==> config.mk <==
export PLATFORM = sky130hd
export DESIGN_NAME = sdr_burst_seq
export DESIGN_NICKNAME = d
export VERILOG_FILES = /design/src/rtl/sdr_seq_pkg.sv /design/src/rtl/sdr_mode_reg.sv /design/src/rtl/sdr_col_gen.sv /design/src/rtl/sdr_rd_pipe.sv /design/src/rtl/sdr_burst_seq.sv
export SDC_FILE = /design/constraint.sdc
export NUM_CORES = 1
export LEC_CHECK = 0
export ABC_AREA = 1
export BUFFER_PORTS_ARGS = -buffer_cell sky130_fd_sc_hd__buf_2
export CAP_MARGIN = 20
export CORE_UTILIZATION = 50
export DETAILED_ROUTE_END_ITERATION = 6
export PLACE_DENSITY = 0.81
export SYNTH_ARGS = -nofsm -noshare
export SYNTH_HDL_FRONTEND = slang
export SYNTH_SLANG_ARGS = --single-unit
==> constraint.sdc <==
create_clock -name clk -period 3.2 [get_ports clk]
set_input_delay 0.64 -clock clk [delete_from_list [all_inputs] [get_ports clk]]
set_output_delay 0.64 -clock clk [all_outputs]
set_load 0.05 [all_outputs]
==> src/rtl/sdr_seq_pkg.sv <==
// Shared widths and the decoded burst mode type for the column sequencer.
// Assumes 8-bit columns, two byte lanes and CAS latency up to 3.
package sdr_seq_pkg;
    localparam int SEQ_COL_W    = 8;
    localparam int SEQ_NB       = 2;
    localparam int SEQ_MAX_CL   = 3;
    localparam int SEQ_MASK_DLY = 2;
    localparam int SEQ_OP_W     = 10;
    localparam int SEQ_CL_W     = $clog2(SEQ_MAX_CL + 1);

    typedef struct packed {
        logic [SEQ_COL_W-1:0] len_mask;  // burst length minus one
        logic                 full;      // full-page burst
        logic                 inter;     // interleaved order
        logic [SEQ_CL_W-1:0]  cl;        // CAS latency in cycles
        logic                 wr_single; // writes use one beat
    } seq_mode_t;
endpackage

==> src/rtl/sdr_mode_reg.sv <==
// Mode word decoder and holding register.
// Accepts a legal word on mrs_stb; rejects reserved codes, keeping the old mode.
// Assumes the controller writes the mode only while no burst is running.
module sdr_mode_reg
    import sdr_seq_pkg::*;
#(
    parameter int OP_W  = SEQ_OP_W,
    parameter int COL_W = SEQ_COL_W
) (
    input  logic            clk,
    input  logic            rst_n,
    input  logic            mrs_stb,
    input  logic [OP_W-1:0] mrs_op,
    output seq_mode_t       mode_q,
    output logic            mode_err
);
    logic      full_code, bl_ok, cl_ok, rsv_ok, legal;
    seq_mode_t new_mode;

    // Decode the incoming word and judge whether it is legal.
    always_comb begin
        full_code = (mrs_op[2:0] == 3'b111);
        bl_ok     = !mrs_op[2] || full_code;
        cl_ok     = !mrs_op[6] && (mrs_op[5:4] != 2'b00);
        rsv_ok    = (mrs_op[8:7] == 2'b00);
        legal     = bl_ok && cl_ok && rsv_ok && !(full_code && mrs_op[3]);
        new_mode.len_mask  = full_code ? {COL_W{1'b1}}
                                       : (COL_W'(1) << mrs_op[1:0]) - COL_W'(1);
        new_mode.full      = full_code;
        new_mode.inter     = mrs_op[3];
        new_mode.cl        = mrs_op[5:4];
        new_mode.wr_single = mrs_op[OP_W-1];
    end

    // Hold the active mode and the rejection flag.
    always_ff @(posedge clk) begin
        if (!rst_n) begin
            mode_q   <= '{len_mask: '0, full: 1'b0, inter: 1'b0, cl: 2'd2, wr_single: 1'b0};
            mode_err <= 1'b0;
        end else if (mrs_stb) begin
            mode_err <= !legal;
            if (legal) mode_q <= new_mode;
        end
    end


    bad_mode_kept_chk: assert property (@(posedge clk) disable iff (!rst_n)
        (mrs_stb && mrs_op[2:0] == 3'b100) |=> (mode_err && $stable(mode_q)));

    good_mode_clear_chk: assert property (@(posedge clk) disable iff (!rst_n)
        (mrs_stb && mrs_op == 10'h022) |=> (!mode_err && mode_q.cl == 2'd2));
endmodule

==> src/rtl/sdr_col_gen.sv <==
// Per-beat column generator. Beat 0 is issued combinationally in the command
// cycle; later beats come from registered start, count and burst shape.
// Assumes rd_cmd wins over wr_cmd, and a column command wins over a stop.
module sdr_col_gen
    import sdr_seq_pkg::*;
#(
    parameter int COL_W = SEQ_COL_W
) (
    input  logic             clk,
    input  logic             rst_n,
    input  seq_mode_t        mode,
    input  logic             rd_cmd,
    input  logic             wr_cmd,
    input  logic             term,
    input  logic [COL_W-1:0] col_in,
    output logic [COL_W-1:0] col_addr,
    output logic             beat,
    output logic             beat_wr
);
    logic             act_q, wr_q, full_q, inter_q;
    logic [COL_W-1:0] start_q, cnt_q, mask_q;
    logic             cmd, cmd_wr, one_wr;
    logic [COL_W-1:0] cmd_mask, cur_start, cur_k, cur_mask;
    logic             cmd_full, cur_inter;

    // Shape of a burst that starts this cycle.
    always_comb begin
        cmd      = rd_cmd || wr_cmd;
        cmd_wr   = wr_cmd && !rd_cmd;
        one_wr   = cmd_wr && mode.wr_single;
        cmd_mask = one_wr ? '0 : mode.len_mask;
        cmd_full = mode.full && !one_wr;
    end

    // Select the beat of this cycle and form its column.
    always_comb begin
        beat      = 1'b0;
        beat_wr   = 1'b0;
        cur_start = start_q;
        cur_k     = cnt_q;
        cur_mask  = mask_q;
        cur_inter = inter_q;
        if (cmd) begin
            beat      = 1'b1;
            beat_wr   = cmd_wr;
            cur_start = col_in;
            cur_k     = '0;
            cur_mask  = cmd_mask;
            cur_inter = mode.inter;
        end else if (act_q && !term) begin
            beat    = 1'b1;
            beat_wr = wr_q;
        end
        if (!beat)
            col_addr = '0;
        else if (cur_inter)
            col_addr = cur_start ^ cur_k;
        else
            col_addr = (cur_start & ~cur_mask) | ((cur_start + cur_k) & cur_mask);
    end

    // Burst state: start, restart, advance, end or stop.
    always_ff @(posedge clk) begin
        if (!rst_n) begin
            act_q   <= 1'b0;
            wr_q    <= 1'b0;
            full_q  <= 1'b0;
            inter_q <= 1'b0;
            start_q <= '0;
            cnt_q   <= '0;
            mask_q  <= '0;
        end else if (cmd) begin
            act_q   <= cmd_full || (cmd_mask != '0);
            wr_q    <= cmd_wr;
            full_q  <= cmd_full;
            inter_q <= mode.inter;
            start_q <= col_in;
            cnt_q   <= COL_W'(1);
            mask_q  <= cmd_mask;
        end else if (term) begin
            act_q <= 1'b0;
        end else if (act_q) begin
            if (!full_q && cnt_q == mask_q) act_q <= 1'b0;
            cnt_q <= cnt_q + COL_W'(1);
        end
    end


    seq_in_block_chk: assert property (@(posedge clk) disable iff (!rst_n)
        (act_q && !cmd && !term && !inter_q && !full_q)
            |-> (((col_addr ^ start_q) & ~mask_q) == '0));

    full_page_run_chk: assert property (@(posedge clk) disable iff (!rst_n)
        (act_q && full_q && !cmd && !term) |=> act_q);

    stop_ends_burst_chk: assert property (@(posedge clk) disable iff (!rst_n)
        (term && !cmd) |=> !act_q);
endmodule

==> src/rtl/sdr_rd_pipe.sv <==
// Read latency pipe: delays the read-beat marker by the CAS latency and the
// byte masks by a fixed two cycles, then forms per-byte output enables.
// Assumes the latency is not changed while read beats are in flight.
module sdr_rd_pipe
    import sdr_seq_pkg::*;
#(
    parameter int MAX_CL = SEQ_MAX_CL,
    parameter int NB     = SEQ_NB,
    parameter int CL_W   = SEQ_CL_W
) (
    input  logic            clk,
    input  logic            rst_n,
    input  logic            beat_rd,
    input  logic [CL_W-1:0] cl,
    input  logic [NB-1:0]   dqm,
    output logic            rd_valid,
    output logic [NB-1:0]   rd_oe
);
    localparam int DLY = SEQ_MASK_DLY;

    logic [MAX_CL-1:0] vld_sr;
    logic [NB-1:0]     dqm_sr [DLY];

    // Shift the read-beat marker one stage per cycle.
    always_ff @(posedge clk) begin
        if (!rst_n) vld_sr <= '0;
        else        vld_sr <= {vld_sr[MAX_CL-2:0], beat_rd};
    end

    // Mask delay line, one register stage per cycle of delay.
    for (genvar g = 0; g < DLY; g++) begin : g_mask
        always_ff @(posedge clk) begin
            if (!rst_n)      dqm_sr[g] <= '0;
            else if (g == 0) dqm_sr[g] <= dqm;
            else             dqm_sr[g] <= dqm_sr[(g == 0) ? 0 : g - 1];
        end
    end

    // Tap the marker at the programmed latency and gate the byte enables.
    always_comb begin
        rd_valid = 1'b0;
        for (int i = 0; i < MAX_CL; i++)
            if (int'(cl) == i + 1) rd_valid = vld_sr[i];
        rd_oe = {NB{rd_valid}} & ~dqm_sr[DLY-1];
    end


    cl1_valid_chk: assert property (@(posedge clk) disable iff (!rst_n)
        (beat_rd && cl == 2'd1) |=> rd_valid);

    cl3_valid_chk: assert property (@(posedge clk) disable iff (!rst_n)
        (beat_rd && cl == 2'd3) |=> ##2 (rd_valid || cl != 2'd3));

    oe_unmasked_chk: assert property (@(posedge clk) disable iff (!rst_n)
        (rd_valid && $past(dqm, 2) == '0) |-> (rd_oe == '1));
endmodule

==> src/rtl/sdr_burst_seq.sv <==
// Top of the burst column sequencer: mode register, column generator and
// read latency pipe, with same-cycle write byte enables.
// Assumes one command per cycle from a controller that obeys spacing rules.
module sdr_burst_seq
    import sdr_seq_pkg::*;
#(
    parameter int COL_W = SEQ_COL_W,
    parameter int NB    = SEQ_NB,
    parameter int OP_W  = SEQ_OP_W
) (
    input  logic             clk,
    input  logic             rst_n,
    input  logic             mrs_stb,
    input  logic [OP_W-1:0]  mrs_op,
    input  logic             rd_cmd,
    input  logic             wr_cmd,
    input  logic             bst_cmd,
    input  logic             pre_cmd,
    input  logic [COL_W-1:0] col_in,
    input  logic [NB-1:0]    dqm,
    output logic [COL_W-1:0] col_addr,
    output logic             burst_act,
    output logic             burst_wr,
    output logic             rd_valid,
    output logic [NB-1:0]    rd_oe,
    output logic [NB-1:0]    wr_be,
    output logic             mode_err
);
    seq_mode_t mode;

    sdr_mode_reg #(.OP_W(OP_W), .COL_W(COL_W)) u_mode (
        .clk(clk), .rst_n(rst_n), .mrs_stb(mrs_stb), .mrs_op(mrs_op),
        .mode_q(mode), .mode_err(mode_err)
    );

    sdr_col_gen #(.COL_W(COL_W)) u_col (
        .clk(clk), .rst_n(rst_n), .mode(mode), .rd_cmd(rd_cmd), .wr_cmd(wr_cmd),
        .term(bst_cmd || pre_cmd), .col_in(col_in), .col_addr(col_addr),
        .beat(burst_act), .beat_wr(burst_wr)
    );

    sdr_rd_pipe #(.NB(NB)) u_rd (
        .clk(clk), .rst_n(rst_n), .beat_rd(burst_act && !burst_wr),
        .cl(mode.cl), .dqm(dqm), .rd_valid(rd_valid), .rd_oe(rd_oe)
    );

    // Write masks act in the beat's own cycle.
    always_comb wr_be = {NB{burst_act && burst_wr}} & ~dqm;


    wr_be_beat_chk: assert property (@(posedge clk) disable iff (!rst_n)
        (wr_be != '0) |-> (burst_act && burst_wr));
endmodule

==> flow_summary_export.csv <==
group,metric,value,unit
placement,io_buffers,42,
power,clock_power_share,0.320,
yosys,synth-simple-area-share,0.305,
global_route,grt_pass1_wl,10.6,mm
clock_tree,clkLatencyLatePin,0.31,ns
worst_setup_path,crit_type,"primary input to primary output",
power,sw_frac_of_total,0.296,
yosys,async_flop_share,0,
sta,post-route-min-period,3.10,ns
worst_setup_path,cp_max_fo,2,
floorplanning,initial_core_util,0.522,
power,ir_worst_vdd,284,uV
global_route,track_usage,0.246,
cells_and_area,drive_gt1_frac,0.254,
yosys,ys_warn_count,0,
placement,dp_hpwl,5.05,mm
routing,first_pass_iters,4,
power,p_switching,0.000397,W
floorplanning,dieArea,5700,sq um
cells_and_area,antenna_cells,0,
power,p_comb_frac,0.224,
worst_setup_path,cp.required,2.56,ns
sta,min_period_over_period,0.967,
hold_path,min_path_type,"flop to flop",
power,power.density,389,nW/um^2
routing,antenna_left,0,
global_route,gr-total-overflow,0,
power,pwr-share-seq,0.456,
yosys,synthAdderAreaFrac,0.0417,
sta,setup_viol,0,
yosys,synthFlopType,"dfxtp_1",
yosys,synth_mux_area_frac,0,
cells_and_area,final_common_cell,"nand2_1",
sta,fmax,323,MHz
clock_tree,h-tree-depth,2,
cells_and_area,nNetsFinal,508,
cells_and_area,final_util,0.666,
power,p_leak,1.72,nW
routing,first_iter_violations,124,
sta,whs,0.421,ns
power,internal-power,0.000943,W
sta,slew_headroom,0.502,
clock_tree,path_clk_slew,0.08,ns
cells_and_area,syn_to_final_growth,27.4,%
global_route,grt_max_degree,25,
floorplanning,rows,26,
clock_tree,hold_buffers,0,
routing,vias_per_cell,4.97,
flow_run,maxCapViolCount,0,
cells_and_area,layout_common_cells,"87 x nand2_1, 71 x inv_1, 47 x dfxtp_1",
sta,final_hold_viol_count,0,
clock_tree,tritoncts,"built",
clock_tree,cts_root_buf,"clkbuf_8",
yosys,synth_top_family_by_area,"simple AND/OR/NAND/NOR gates",
clock_tree,numCtsBuffers,5,
floorplanning,die_w,75.5,um
yosys,synthXorXnorAreaFrac,0.0194,
placement,routabilityCongestion,0.872,
worst_setup_path,start_kind,"primary input",
status,status,"completed",
clock_tree,clock_sinks,47,
yosys,ys_seq_area_frac,0.348,
cells_and_area,fill_cells,436,
sta,slew_viol_final,0,
routing,wire_per_inst,12.2,um
yosys,synth.distinct_cells,41,
sta,finClkSkew,0.0104,ns
floorplanning,design.core.area,5170,sq um
routing,totalWireLength,6.60,mm
global_route,antenna_found_initial,0,
yosys,synth_area,2700,sq um
worst_setup_path,endpoint_kind,"primary output",
cells_and_area,regArea,941,sq um
floorplanning,io_pins,43,
yosys,avgSynthCellArea,6.67,sq um
clock_tree,cts.path.max_buffers,2,
global_route,grt_pass1_vias,2514,
cells_and_area,multi_input_area,1530,sq um
yosys,yosys_register_bits,47,
yosys,synth_edf_count,0,
floorplanning,die_y,75.5,um
yosys,syn-instance-count,405,
worst_setup_path,cp.arrival,2.46,ns
routing,post-route-drc-count,0,
sta,tightest_slew,0.746,ns
routing,vias,2695,
yosys,synth_compound_area_frac,0.154,
yosys,syn_nets,441,
[worst max-delay path: stages]
cell	delay, ns
buf_4	0.13
clkinvlp_4	0.08
nand2_4	0.05
or2_4	0.22
o21ai_2	0.06
inv_1	0.07
ha_2	0.19
ha_1	0.17
inv_1	0.06
nand2_2	0.06
nand2_2	0.06
o21ai_2	0.07
nand2_1	0.09
nand2_1	0.05
nand2_1	0.07
nand3_2	0.08
a21oi_4	0.13
buf_6	0.17
[sequential cells by signal, summed over array words and instances, names as in the netlist, 3 cells and up]
register and count:
u_col.start_q 8, u_col.cnt_q 8, u_mode.mode_q 11, u_col.mask_q 8
u_rd.dqm_sr 4, u_rd.vld_sr 3
[synth_stat cells, types with 2 or more instances]
cell type / instances / area share
or2_2: 2 / 0.0046
a22o_1: 2 / 0.0065
nand2_1: 90 / 0.12
xor2_1: 4 / 0.013
xnor2_1: 2 / 0.0065
inv_1: 74 / 0.10
a21oi_1: 18 / 0.033
ha_1: 9 / 0.042
nand3_1: 21 / 0.039
buf_6: 3 / 0.012
nand4_1: 2 / 0.0046
buf_4: 2 / 0.0056
dfxtp_1: 47 / 0.35
o21ai_2: 3 / 0.0097
inv_2: 2 / 0.0028
o21ai_0: 34 / 0.063
nor3b_1: 2 / 0.0056
nor3_1: 5 / 0.0093
nand3_2: 6 / 0.022
nand2_2: 5 / 0.012
clkbuf_1: 5 / 0.0069
o21ai_1: 4 / 0.0074
nand3b_1: 2 / 0.0056
nor2_1: 44 / 0.061
[cell families (layout without fill, tap and decap cells)]
logic type,Yosys count,after routing
DFF,47,47
and+or+nand+nor,184,184
AOI/OAI and AO/OA,72,72
buffers and inverters,87,154
adders and majority gates,9,9
xor gates and xnor gates,6,6
[power by group through the flow]
stage,clock [W],sequential [W],combinational [W]
finish,0.000429,0.000610,0.000300
floorplan,0,0.000625,0.000187
detailed placement,0,0.000624,0.000276
global route,0.000457,0.000612,0.000328
CTS,0.000437,0.000610,0.000283
global placement,0,0.000623,0.000268
[cell type report]
type | instances | share of cell area
clock buffers | 5 | 0.0200
repair buffers | 70 | 0.141
inverters | 77 | 0.0850
clock inverters | 2 | 0.0109
well taps | 70 | 0.0254
multi-input cells | 271 | 0.444
flip-flops and latches | 47 | 0.273
[path summary, 6_finish.rpt]
path,from,to,slack (ns),depth (start not counted)
max reg2reg,u_col.act_q,u_col.act_q,1.54,7
max,rd_cmd,col_addr[6],0.10,18
min,u_rd.dqm_sr[0][1],u_rd.dqm_sr[1][1],0.42,2
min reg2reg,u_rd.dqm_sr[0][1],u_rd.dqm_sr[1][1],0.42,2
[repair_timing]
item                       in CTS  in global routing
pin swaps                       1                  7
gates resized for setup         8                 23
setup endpoints to repair       3                  5
setup buffers                   0                  2
[layer usage]
metal  global-route usage  vias to the layer above  share of wire
li1                     -                     1408              -
met1                0.290                     1225           0.47
met2                0.447                       55           0.49
met3               0.0463                        7          0.035
met4               0.0844                        0          0.011
met5                    0                        -              0
[stage by stage]
stage	worst slack [ns]	std cells	power [W]	setup TNS [ns]	area, sq um
global route	-0.0232	542	0.00140	-0.0310	3440
detailed placement	-0.114	533	0.000899	-0.281	3200
floorplan	-0.0705	405	0.000812	-0.0705	2750
finish	0.105	542	0.00134	0	3440
CTS	-0.00244	540	0.00133	-0.00244	3330
global placement	-0.0572	533	0.000891	-0.0852	3200
No activity file was read; power rests on OpenSTA's default activity.
